[config.mk]
export PLATFORM = sky130hd
export DESIGN_NAME = cec_rx_addr_filter
export DESIGN_NICKNAME = d
export VERILOG_FILES = /design/src/rtl/cec_rxf_pkg.sv /design/src/rtl/cec_rxf_cfg.sv /design/src/rtl/cec_rxf_match.sv /design/src/rtl/cec_rxf_verdict.sv /design/src/rtl/cec_rx_addr_filter.sv
export SDC_FILE = /design/constraint.sdc
export NUM_CORES = 1
export LEC_CHECK = 0
export ABC_AREA = 1
export BUFFER_PORTS_ARGS = -buffer_cell sky130_fd_sc_hd__buf_4
export CAP_MARGIN = 20
export CORE_UTILIZATION = 40
export CTS_BUF_LIST = sky130_fd_sc_hd__clkbuf_2
export DETAILED_ROUTE_END_ITERATION = 6
export PLACE_DENSITY_LB_ADDON = 0.2
export SYNTH_ARGS = -nofsm -noshare
export SYNTH_HDL_FRONTEND = slang
export SYNTH_SLANG_ARGS = --single-unit
[constraint.sdc]
create_clock -name clk -period 1.2 [get_ports clk]
set_input_delay 0.24 -clock clk [delete_from_list [all_inputs] [get_ports clk]]
set_output_delay 0.24 -clock clk [all_outputs]
set_load 0.1 [all_outputs]
[src/rtl/cec_rxf_pkg.sv]
package cec_rxf_pkg;

  typedef enum logic [1:0] {
    VERDICT_DROP   = 2'd0,
    VERDICT_ACK    = 2'd1,
    VERDICT_LISTEN = 2'd2,
    VERDICT_BCAST  = 2'd3
  } verdict_e;

  // Classify a header from the decoded match results and the listen flag.
  // Broadcast wins over everything else; a hit wins over listen.
  function automatic verdict_e classify(input logic hit, input logic is_bc,
                                        input logic lsn);
    if (is_bc)    return VERDICT_BCAST;
    else if (hit) return VERDICT_ACK;
    else if (lsn) return VERDICT_LISTEN;
    else          return VERDICT_DROP;
  endfunction

  function automatic logic verdict_ack(input verdict_e v);
    return v == VERDICT_ACK;
  endfunction

  function automatic logic verdict_accept(input verdict_e v);
    return v != VERDICT_DROP;
  endfunction

  function automatic logic verdict_bcast(input verdict_e v);
    return v == VERDICT_BCAST;
  endfunction

endpackage

[src/rtl/cec_rxf_cfg.sv]
module cec_rxf_cfg #(
  parameter int NUM_ADDR = 15
) (
  input  logic                clk,
  input  logic                rst_n,
  input  logic                enable,
  input  logic [NUM_ADDR-1:0] mask_in,
  input  logic                listen_in,
  output logic [NUM_ADDR-1:0] mask_q,
  output logic                listen_q
);

  // Shadow copy: follows the inputs only while the block is disabled.
  always_ff @(posedge clk) begin
    if (!rst_n) begin
      mask_q   <= '0;
      listen_q <= 1'b0;
    end else if (!enable) begin
      mask_q   <= mask_in;
      listen_q <= listen_in;
    end
  end

endmodule

[src/rtl/cec_rxf_match.sv]
module cec_rxf_match #(
  parameter int NUM_ADDR = 15,
  localparam int DEST_W  = $clog2(NUM_ADDR + 1)
) (
  input  logic [NUM_ADDR-1:0] mask,
  input  logic [DEST_W-1:0]   dest,
  output logic                hit,
  output logic                is_bc
);

  localparam logic [DEST_W-1:0] BCAST_ADDR = DEST_W'(NUM_ADDR);

  logic [NUM_ADDR-1:0] lane_hit;

  // One comparator per logical address, gated by its mask bit.
  for (genvar i = 0; i < NUM_ADDR; i++) begin : g_lane
    assign lane_hit[i] = mask[i] && (dest == DEST_W'(i));
  end

  assign hit   = |lane_hit;
  assign is_bc = (dest == BCAST_ADDR);

endmodule

[src/rtl/cec_rxf_verdict.sv]
module cec_rxf_verdict
  import cec_rxf_pkg::*;
(
  input  logic clk,
  input  logic rst_n,
  input  logic enable,
  input  logic hdr_valid,
  input  logic frame_end,
  input  logic hit,
  input  logic is_bc,
  input  logic listen,
  output logic ack_req,
  output logic accept,
  output logic bcast
);

  verdict_e next_v;
  assign next_v = classify(hit, is_bc, listen);

  always_ff @(posedge clk) begin
    if (!rst_n || !enable) begin
      ack_req <= 1'b0;
      accept  <= 1'b0;
      bcast   <= 1'b0;
    end else if (hdr_valid) begin
      ack_req <= verdict_ack(next_v);
      accept  <= verdict_accept(next_v);
      bcast   <= verdict_bcast(next_v);
    end else if (frame_end) begin
      ack_req <= 1'b0;
      accept  <= 1'b0;
      bcast   <= 1'b0;
    end
  end

endmodule

[src/rtl/cec_rx_addr_filter.sv]
module cec_rx_addr_filter #(
  parameter int NUM_ADDR = 15,
  localparam int DEST_W  = $clog2(NUM_ADDR + 1)
) (
  input  logic                clk,
  input  logic                rst_n,
  input  logic                enable,
  input  logic [NUM_ADDR-1:0] own_mask,
  input  logic                listen,
  input  logic                hdr_valid,
  input  logic [DEST_W-1:0]   hdr_dest,
  input  logic                frame_end,
  output logic                ack_req,
  output logic                accept,
  output logic                bcast
);

  // Named internal events, visible to the bound checker.
  logic [NUM_ADDR-1:0] cfg_mask;
  logic                cfg_listen;
  logic                dest_hit;
  logic                dest_bc;

  cec_rxf_cfg #(.NUM_ADDR(NUM_ADDR)) u_cfg (
    .clk       (clk),
    .rst_n     (rst_n),
    .enable    (enable),
    .mask_in   (own_mask),
    .listen_in (listen),
    .mask_q    (cfg_mask),
    .listen_q  (cfg_listen)
  );

  cec_rxf_match #(.NUM_ADDR(NUM_ADDR)) u_match (
    .mask  (cfg_mask),
    .dest  (hdr_dest),
    .hit   (dest_hit),
    .is_bc (dest_bc)
  );

  cec_rxf_verdict u_verdict (
    .clk       (clk),
    .rst_n     (rst_n),
    .enable    (enable),
    .hdr_valid (hdr_valid),
    .frame_end (frame_end),
    .hit       (dest_hit),
    .is_bc     (dest_bc),
    .listen    (cfg_listen),
    .ack_req   (ack_req),
    .accept    (accept),
    .bcast     (bcast)
  );

endmodule

==> qor.tcl <==
set qor(critical_path_depth) 1
set qor(synth_compound_area_frac) 0.114
set qor(synth-main-ff-cell) {dfxtp_1}
set qor(area_delta_synth_final_pct) 26.6
set qor(final_nets) 181
set qor(die_h_um) 49.2
set qor(timing.critical_path.cells) {buf_6}
set qor(gp_routability_congestion) 0.874
set qor(floorplan_die_area_um2) 2420
set qor(design_area_um2) 1130
set qor(total_power_mw) 1.20
set qor(drt_wl_total_um) 1770
set qor(worstPathBufferInverterCount) 1
set qor(synth-adder-area-share) 0
set qor(status) {completed}
set qor(maxCapViolCount) 0
set qor(unrepaired_setup_endpoints_after_global_routing) {no}
set qor(fmaxAchievable_mhz) 876
set qor(synth_largest_type_area_fraction) 0.428
set qor(dp_hpwl_um) 1350
set qor(num_vias) 859
set qor(clock_tree_from_tritoncts) {yes}
set qor(power.switching_mw) 0.335
set qor(post_synth_and_or_nand_nor_area_fraction) 0.388
set qor(power_frac_comb) 0.188
set qor(core_area_um2) 2020
set qor(globalRoute.totalOverflow) 0
set qor(post_route_clock_period_utilization) 0.951
set qor(timing.final.hold_violations) 0
set qor(yosys.cell_types.count) 18
set qor(path_clk_slew_ns) 0.17
set qor(synth_top_family_by_area) {simple AND/OR/NAND/NOR gates}
set qor(seq_power_share) 0.578
set qor(critPathMaxStageDelay_ns) 0.38
set qor(post-route-util) 0.557
set qor(cts.root.buffer_cell) {clkbuf_2}
set qor(crit_arrival_ns) 0.90
set qor(average_wire_per_cell_in_the_routed_design_um) 9.73
set qor(clock_insertion_delay_worst_skew_ns) 0.30
set qor(placedInstanceArea_um2) 1090
set qor(postSynth.asyncResetShare) 0
set qor(via_count_of_the_first_global_routing_pass) 749
set qor(timing.setup.tns_ns) 0
set qor(cts.path.max_buffers) 2
set qor(post_synthesis_cell_area_um2) 890
set qor(synthTopCellsByArea) {dfxtp_1, nor2_1, nand2_1, nand3_1, o21ai_1}
set qor(post_synth_most_frequent_cells) {nor2_1, dfxtp_1, nand2_1, nand3_1, o21ai_1}
set qor(dpl.cell_count) 178
set qor(tritoncts_num_sinks) 19
set qor(power.ir.vdd_worst_v) 0.000711
set qor(worst_hold_slack_ns) 0.142
set qor(worst-r2r-cell-count) 8
set qor(detail_route.first_pass.iterations) 4
set qor(largest_net_degree_at_the_start_of_global_routing) 19
set qor(floorplan.io_pins) 28
set qor(mapped_nets) 154
set qor(clock_tree.htree_level_count) 1
set qor(p_sw_frac) 0.280
set qor(place.port_buffers) 27
set qor(critical_path.max_fanout) 2
set qor(route.detailed.drc) 0
set qor(first_pass_grt_wire_length_um) 3110
set qor(syn-instance-count) 129
set qor(synth_xor_area_frac) 0
set qor(clock_power_share) 0.234
set qor(post_synth_mux_area_share) 0
set qor(timing.critical_path.from_type) {flip-flop}
set qor(track_usage) 0.166
set qor(via_per_inst) 4.72
set qor(postSynthAreaPerCell_um2) 6.90
set qor(synth_largest_area_cell) {dfxtp_1}
set qor(relSlewSlack) 0.808
set qor(post_route_cells_drive_above_1_share) 0.265
set qor(required_ns) 0.96
set qor(finalWorstSetupSlack_ns) 0.0587
set qor(yosys_warnings) 0
set qor(number_of_cts_inserted_buffers) 3
set qor(num_rows) 16
set qor(report.final.slew_viol_count) 0
set qor(initial_utilization) 0.440
set qor(finalSetupViolCount) 0
set qor(placement.setup.worst_slack_ns) 0.0144
set qor(kind_of_cell_with_the_highest_combined_delay_on_the_critical_path) {flip-flops}
set qor(finalNonFillerCells) 182
set qor(synth_edf_count) 0
set qor(power_per_cell_area_nw_per_um2) 1060
set qor(cell_internal_pwr_mw) 0.861
set qor(chipWidth_um) 49.2
set qor(final_antenna_net_count) 0
set qor(worst-slew-pin-transition_ns) 0.286
set qor(timing.hold.worst.class) {in2reg}
set qor(synth_seq_area_share) 0.428
set qor(setup.worst_path.end_class) {primary output}
set qor(n_antenna_cell) 0
set qor(cts_hold_repair.buffers) 0
set qor(drt_iter0_drc) 5
set qor(critPathKind) {reg2out}
set qor(final.setup_skew_ns) 0.000996
set qor(ys_ff_latch) 19
set qor(timing.final.crit_period_ns) 1.14
set qor(power.leakage_nw) 0.544
set qor(synth_most_common_cell) {nor2_1}
set qor(min_path_cells) 3
set qor(worst_path_max_delay_cell) {dfxtp_2}
set qor(antenna_found_initial) 0
[final timing paths]
path                             startpoint                             end  slack (ns)
max            u_verdict.bcast$_SDFFE_PP0P_                           bcast        0.06
min                             own_mask[1]    u_cfg.mask_q[1]$_SDFFE_PN0N_        0.14
max reg2reg   u_cfg.mask_q[10]$_SDFFE_PN0N_   u_verdict.accept$_SDFFE_PP0P_        0.18
min reg2reg  u_verdict.ack_req$_SDFFE_PP0P_  u_verdict.ack_req$_SDFFE_PP0P_        0.48
[logic make-up (layout without fill, tap and decap cells)]
logic type | Yosys count | after routing
flip-flops | 19 | 19
buffers and inverters | 11 | 37
AO/OA/AOI/OAI | 19 | 19
AND/OR/NAND/NOR | 80 | 80
[registers in the layout, summed over array words and instances (netlist names)]
register and cells:
u_verdict.accept 1, u_verdict.bcast 1, u_cfg.listen_q 1, u_cfg.mask_q 15, u_verdict.ack_req 1
[placed cells by master, fill, tap and decap left out, drive strengths merged]
cell type,count
nand3,14
clkbuf,4
buf,27
inv,6
o21ai,16
dfxtp,19
nand2,19
a22oi,1
nor3,1
a21oi,2
nor2,46
[metal layers]
layer  GRT usage  vias up  routed length [um]
met2       0.256       20                 784
met3      0.0312        2                  77
met1       0.229      369                 900
li1            -      468                   -
met4      0.0588        0                  10
met5           0        -                   0
[final cells by class]
type                    count  area [um2]
clock buffers               4        20.0
fillers                   219         896
inverters                   6        27.5
multi-input cells          99         447
flip-flops and latches     19         384
well taps                  27        33.8
repair buffers             27         214
[power by group through the flow]
| stage | Sequential [mW] | Clock, mW | Combinational (mW) |
|---|---|---|---|
| 3_3_place_gp | 0.707 | 0 | 0.219 |
| 2_1_floorplan | 0.717 | 0 | 0.127 |
| 5_1_grt | 0.699 | 0.324 | 0.257 |
| 6_report | 0.692 | 0.280 | 0.224 |
| 4_1_cts | 0.693 | 0.285 | 0.227 |
| 3_5_place_dp | 0.706 | 0 | 0.225 |
[worst reg2reg max path: stages, from the launching register on]
cell and delay (ns):
dfxtp_1 0.36, nand3_2 0.06, nand2_1 0.05, nor2_1 0.09
nor2_1 0.04, nor2_1 0.13, nand3_1 0.08, nand2_1 0.07
a21oi_2 0.05
[repair_timing]
item / CTS / global route
buffers inserted: 0 / 0
resized for setup: 2 / 1
gates cloned: 0 / 0
setup endpoints to repair: 2 / 1
Power figures use the tool's default switching activity.
